### src/rtl/nlm_pkg.sv
package nlm_pkg;

  localparam int NIB_W      = 4;
  localparam int FRAME_BITS = 4 * NIB_W;
  localparam int IDX_W      = $clog2(FRAME_BITS);
  localparam int HALF_BITS  = FRAME_BITS / 2;

  // Control headers, first bit sent is the MSB
  localparam logic [NIB_W-1:0] HDR_READ    = 4'b1110;
  localparam logic [NIB_W-1:0] HDR_WR_ADDR = 4'b1010;
  localparam logic [NIB_W-1:0] HDR_WR_DATA = 4'b1001;

  typedef struct packed {
    logic             wr;
    logic [NIB_W-1:0] addr;
    logic [NIB_W-1:0] wdata;
  } acc_t;

endpackage

### src/rtl/nlm_bit_timer.sv
module nlm_bit_timer #(
  parameter int HALF_CLKS = 4
) (
  input  logic clk,
  input  logic rst,
  input  logic run,
  output logic rise_now,
  output logic bit_end
);
  localparam int PERIOD = 2 * HALF_CLKS;
  localparam int CW     = (PERIOD > 2) ? $clog2(PERIOD) : 1;

  logic [CW-1:0] phase;

  always_ff @(posedge clk) begin
    if (rst || !run) begin
      phase <= '0;
    end else if (phase == CW'(PERIOD - 1)) begin
      phase <= '0;
    end else begin
      phase <= phase + 1'b1;
    end
  end

  // rise_now: last low clock of a bit; bit_end: last high clock of a bit
  assign rise_now = run && (phase == CW'(HALF_CLKS - 1));
  assign bit_end  = run && (phase == CW'(PERIOD - 1));

endmodule

### src/rtl/nlm_frame_map.sv
module nlm_frame_map
  import nlm_pkg::*;
(
  input  acc_t             acc,
  input  logic [IDX_W-1:0] idx,
  output logic             bit_o,
  output logic             oe_o
);
  logic [FRAME_BITS-1:0] rd_vec;
  logic [FRAME_BITS-1:0] rd_oe;
  logic [FRAME_BITS-1:0] wr_vec;
  logic [IDX_W-1:0]      pos;

  always_comb begin
    rd_vec = {HDR_READ, acc.addr, {HALF_BITS{1'b0}}};
    rd_oe  = {{HALF_BITS{1'b1}}, {HALF_BITS{1'b0}}};
    wr_vec = {HDR_WR_ADDR, acc.addr, HDR_WR_DATA, acc.wdata};
    pos    = IDX_W'(FRAME_BITS - 1) - idx;
    bit_o  = acc.wr ? wr_vec[pos] : rd_vec[pos];
    oe_o   = acc.wr ? 1'b1 : rd_oe[pos];
  end

endmodule

### src/rtl/nlm_rx_shift.sv
module nlm_rx_shift #(
  parameter int W = 4
) (
  input  logic         clk,
  input  logic         rst,
  input  logic         shift_en,
  input  logic         din,
  output logic [W-1:0] q
);
  // Every received bit passes through; only the last W remain.
  always_ff @(posedge clk) begin
    if (rst) begin
      q <= '0;
    end else if (shift_en) begin
      q <= {q[W-2:0], din};
    end
  end

endmodule

### src/rtl/nlm_master.sv
module nlm_master
  import nlm_pkg::*;
#(
  parameter int HALF_CLKS = 4
) (
  input  logic             clk,
  input  logic             rst,
  input  logic             ce_in,
  input  logic             req_valid,
  output logic             req_ready,
  input  logic             req_write,
  input  logic [NIB_W-1:0] req_addr,
  input  logic [NIB_W-1:0] req_wdata,
  output logic [NIB_W-1:0] rd_data,
  output logic             done,
  output logic             err,
  output logic             link_ce,
  output logic             link_sclk,
  output logic             link_dout,
  output logic             link_oe,
  input  logic             link_din
);
  localparam logic [IDX_W-1:0] LAST_IDX = IDX_W'(FRAME_BITS - 1);

  logic             busy;
  logic [IDX_W-1:0] idx;
  acc_t             acc_q;
  acc_t             map_acc;
  logic [IDX_W-1:0] map_idx;
  logic             map_bit;
  logic             map_oe;
  logic             rise_now;
  logic             bit_end;
  logic [NIB_W-1:0] rx_q;
  logic             take;

  assign take = req_valid && req_ready;

  nlm_bit_timer #(.HALF_CLKS(HALF_CLKS)) u_timer (
    .clk      (clk),
    .rst      (rst),
    .run      (busy),
    .rise_now (rise_now),
    .bit_end  (bit_end)
  );

  // Idle: look at bit 0 of the incoming request; busy: next bit of the latched one
  always_comb begin
    map_acc = busy ? acc_q : acc_t'{wr: req_write, addr: req_addr, wdata: req_wdata};
    map_idx = busy ? idx + 1'b1 : '0;
  end

  nlm_frame_map u_map (
    .acc   (map_acc),
    .idx   (map_idx),
    .bit_o (map_bit),
    .oe_o  (map_oe)
  );

  nlm_rx_shift #(.W(NIB_W)) u_rx (
    .clk      (clk),
    .rst      (rst),
    .shift_en (busy && bit_end && !link_oe),
    .din      (link_din),
    .q        (rx_q)
  );

  always_ff @(posedge clk) begin
    link_ce <= ce_in;
  end

  always_ff @(posedge clk) begin
    if (rst) begin
      busy      <= 1'b0;
      idx       <= '0;
      acc_q     <= '0;
      req_ready <= 1'b1;
      link_sclk <= 1'b0;
      link_dout <= 1'b0;
      link_oe   <= 1'b0;
      done      <= 1'b0;
      err       <= 1'b0;
      rd_data   <= '0;
    end else begin
      done <= 1'b0;
      err  <= 1'b0;
      if (!busy) begin
        if (take) begin
          if (!ce_in) begin
            err <= 1'b1;
          end else begin
            busy      <= 1'b1;
            req_ready <= 1'b0;
            idx       <= '0;
            acc_q     <= map_acc;
            link_sclk <= 1'b0;
            link_dout <= map_bit;
            link_oe   <= map_oe;
          end
        end
      end else begin
        if (rise_now) begin
          link_sclk <= 1'b1;
        end
        if (bit_end) begin
          link_sclk <= 1'b0;
          if (idx == LAST_IDX) begin
            busy      <= 1'b0;
            req_ready <= 1'b1;
            done      <= 1'b1;
            link_oe   <= 1'b0;
            link_dout <= 1'b0;
            if (!acc_q.wr) begin
              rd_data <= {rx_q[NIB_W-2:0], link_din};
            end
          end else begin
            idx       <= idx + 1'b1;
            link_dout <= map_bit;
            link_oe   <= map_oe;
          end
        end
      end
    end
  end

endmodule

### config.mk
export PLATFORM = sky130hd
export DESIGN_NAME = nlm_master
export DESIGN_NICKNAME = d
export VERILOG_FILES = /design/src/rtl/nlm_pkg.sv /design/src/rtl/nlm_bit_timer.sv /design/src/rtl/nlm_frame_map.sv /design/src/rtl/nlm_rx_shift.sv /design/src/rtl/nlm_master.sv
export SDC_FILE = /design/constraint.sdc
export NUM_CORES = 1
export LEC_CHECK = 0
export ABC_CLOCK_PERIOD_IN_PS = 1950
export BUFFER_PORTS_ARGS = -buffer_cell sky130_fd_sc_hd__buf_2
export CAP_MARGIN = 20
export CORE_AREA = 2 2 61 63
export CTS_BUF_LIST = sky130_fd_sc_hd__clkbuf_4
export DETAILED_ROUTE_END_ITERATION = 8
export DIE_AREA = 0 0 63 65
export PLACE_DENSITY_LB_ADDON = 0.25
export SETUP_SLACK_MARGIN = 0.5
export SYNTH_ARGS = -nofsm -noshare
export SYNTH_HDL_FRONTEND = slang
export SYNTH_HIERARCHICAL = 1
export SYNTH_SLANG_ARGS = --single-unit
export TNS_END_PERCENT = 10
### constraint.sdc
create_clock -name clk -period 1.95 [get_ports clk]
set_input_delay 0.195 -clock clk [delete_from_list [all_inputs] [get_ports clk]]
set_output_delay 0.195 -clock clk [all_outputs]
set_load 0.02 [all_outputs]
==> impl_metrics.py <==
metrics = {
    "outcome": {
        "status": "complete, but fails checks",
        "violations": "negative setup slack",
    },
    "sta": {
        "setup_ws_ns": -0.0469,
        "period_needed_ns": 2.00,
        "finClkSkew_ns": 0.00573,
        "max_slew_margin": 0.627,
        "finalHoldViolCount": 0,
        "max_freq_mhz": 501,
        "setup_viol": 1,
        "tns_ns": -0.0469,
        "tightest_slew_ns": 0.560,
        "finalMaxSlewViolations": 0,
        "period_share": 1.02,
        "rsz0062_at_grt": "yes",
    },
    "final_layout": {
        "finalNetCount": 224,
        "antenna_cells": 0,
        "syn_to_final_growth_pct": 30.3,
        "fin_cells": 252,
        "layout-drive-gt1-share": 0.446,
    },
    "cts": {
        "insertion_delay_ns": 0.34,
        "path_clk_slew_ns": 0.09,
        "cts-buffers-inserted": 5,
        "clock_sinks": 31,
        "cts_buffer_depth": 2,
        "cts_tree": "done",
        "ctsRootBufferMaster": "clkbuf_4",
        "htree_levels": 2,
    },
    "global_routing": {
        "grt_max_degree": 33,
        "grt_pass1_wl_um": 5880,
        "grt_util_all_layers": 0.187,
        "overflow": 0,
        "grt_pass1_vias": 1265,
        "antenna_found_initial": 0,
    },
    "hold_path": {
        "hold_class": "in2reg",
    },
    "logic_synthesis": {
        "syn-num-nets": 188,
        "syn-cell-area_um2": 1570,
        "synth_warnings": 6,
        "synthCells": 167,
        "avgSynthCellArea_um2": 9.40,
    },
    "placed_design": {
        "io_buffers": 24,
        "hpwl_um": 2350,
        "place_inst": 232,
        "dp_slack_ns": -0.0342,
        "place.gp.congestion": 0.833,
    },
    "floorplan": {
        "io_pins": 25,
        "start_util": 0.449,
        "die_w_um": 63,
        "rows": 22,
        "die_area_um2": 4100,
        "die_height_um": 65,
        "core_um2": 3500,
    },
    "pwr": {
        "p_int_w": 0.000898,
        "p_leak_nw": 0.804,
        "seqPwrFrac": 0.551,
        "ir_worst_vdd_v": 0.000260,
        "power.density_nw_per_um2": 592,
        "clockPowerShare": 0.319,
        "netSwitchingPower_w": 0.000313,
        "p_comb_frac": 0.130,
        "swShare": 0.258,
    },
    "worst_setup_path": {
        "critPathSlowestCell": "or4b_4",
        "crit_path_start_kind": "flop",
        "required_ns": 2.16,
        "critPathKind": "reg2reg",
        "worstPathMaxFanout": 5,
        "worstPathArrival_ns": 2.21,
        "path_cells": "ha_4 -> and2_4 -> inv_2 -> ha_2 -> or4b_4 -> a31oi_2 -> a221oi_1 -> inv_1 -> o32ai_1",
        "end_kind": "flop",
        "cpPeakStageDelay_ns": 0.49,
    },
    "route": {
        "wire_per_inst_um": 14.0,
        "drc": 0,
        "detail-route-antenna-nets": 0,
        "viasPerCell": 5.29,
        "dr_total_vias": 1333,
        "wl_um": 3540,
        "dr.pass1.iters": 4,
        "drt_iter0_drc": 27,
    },
    "job": {
        "drv_cap": 0,
    },
}
-- final timing paths --
kind                    start                to  slack, ns  cells past startpoint
min reg2reg  u_timer/phase[0]  u_timer/phase[0]       0.45                      1
max reg2reg            idx[1]         link_dout      -0.05                      9
max                    idx[1]         link_dout      -0.05                      9
min              req_wdata[2]          acc_q[2]       0.09                      3
-- sequential cells by signal, indices dropped and copies added (netlist names) --
register       flops
link_ce            1
req_ready          1
busy               1
done               1
link_sclk          1
link_oe            1
rd_data            4
link_dout          1
u_timer/phase      3
err                1
u_rx/q             3
acc_q              9
idx                4
-- final cells by class --
type                            instances  area, µm²
Fill cell                             323       1450
Multi-Input combinational cell        117        997
Sequential cell                        31        632
Timing Repair Buffer                   42        277
Tap cell                               48       60.1
Clock buffer                            7       52.6
Inverter                                6       22.5
Clock inverter                          1       5.00
-- power by group through the flow --
stage	clock (W)	combinational, W	sequential [W]
global route	0.000434	0.000173	0.000671
floorplan	0	0.0000941	0.000684
global placement	0	0.000130	0.000683
detailed placement	0	0.000134	0.000685
finish	0.000387	0.000157	0.000667
CTS	0.000400	0.000139	0.000671
-- critical path, delay by kind of cell (launching register included) --
kind                       cells  cell delay, ns
and+or+nand+nor                2            0.66
adders and majority gates      2            0.43
DFF                            1            0.37
AOI/OAI and AO/OA              3            0.31
buffers and inverters          2            0.09
-- layout by cell type (no fill, tap or decap), types with 4 or more instances in the layout --
cell       n
clkbuf_4   7
nand2_1   22
buf_4     13
dfxtp_1   26
mux2_2     9
nand4b_1   5
inv_1      4
o31ai_4    4
and2_4     4
a21oi_1   17
mux2i_1    4
buf_2     24
-- what timing repair did --
| item | in CTS | in global routing |
|---|---|---|
| setup buffers | 2 | 8 |
| hold endpoints to repair | 1 | 0 |
| gates resized for setup | 22 | 14 |
| gates cloned | 1 | 0 |
| hold buffers | 1 | 0 |
| endpoints found under the setup margin | 25 | 24 |
| pin swaps | 6 | 19 |
-- stage by stage --
stage               hold slack, ns  cell area [µm²]  power (W)   util
floorplan                    0.223             1600   0.000778      -
global placement             0.346             1740   0.000813  0.497
detailed placement           0.352             1740   0.000819  0.497
CTS                         0.0880             1900    0.00121  0.544
global route                0.0844             2050    0.00128  0.585
finish                      0.0938             2050    0.00121  0.585
-- metal layers --
layer / routed length (µm) / track usage / up-vias
li1: - / - / 668
met1: 1470 / 0.204 / 634
met2: 1850 / 0.323 / 24
met3: 132 / 0.0642 / 7
met4: 82 / 0.0917 / 0
met5: 0 / 0 / -
Note: power is estimated with default switching activity, not from simulation.
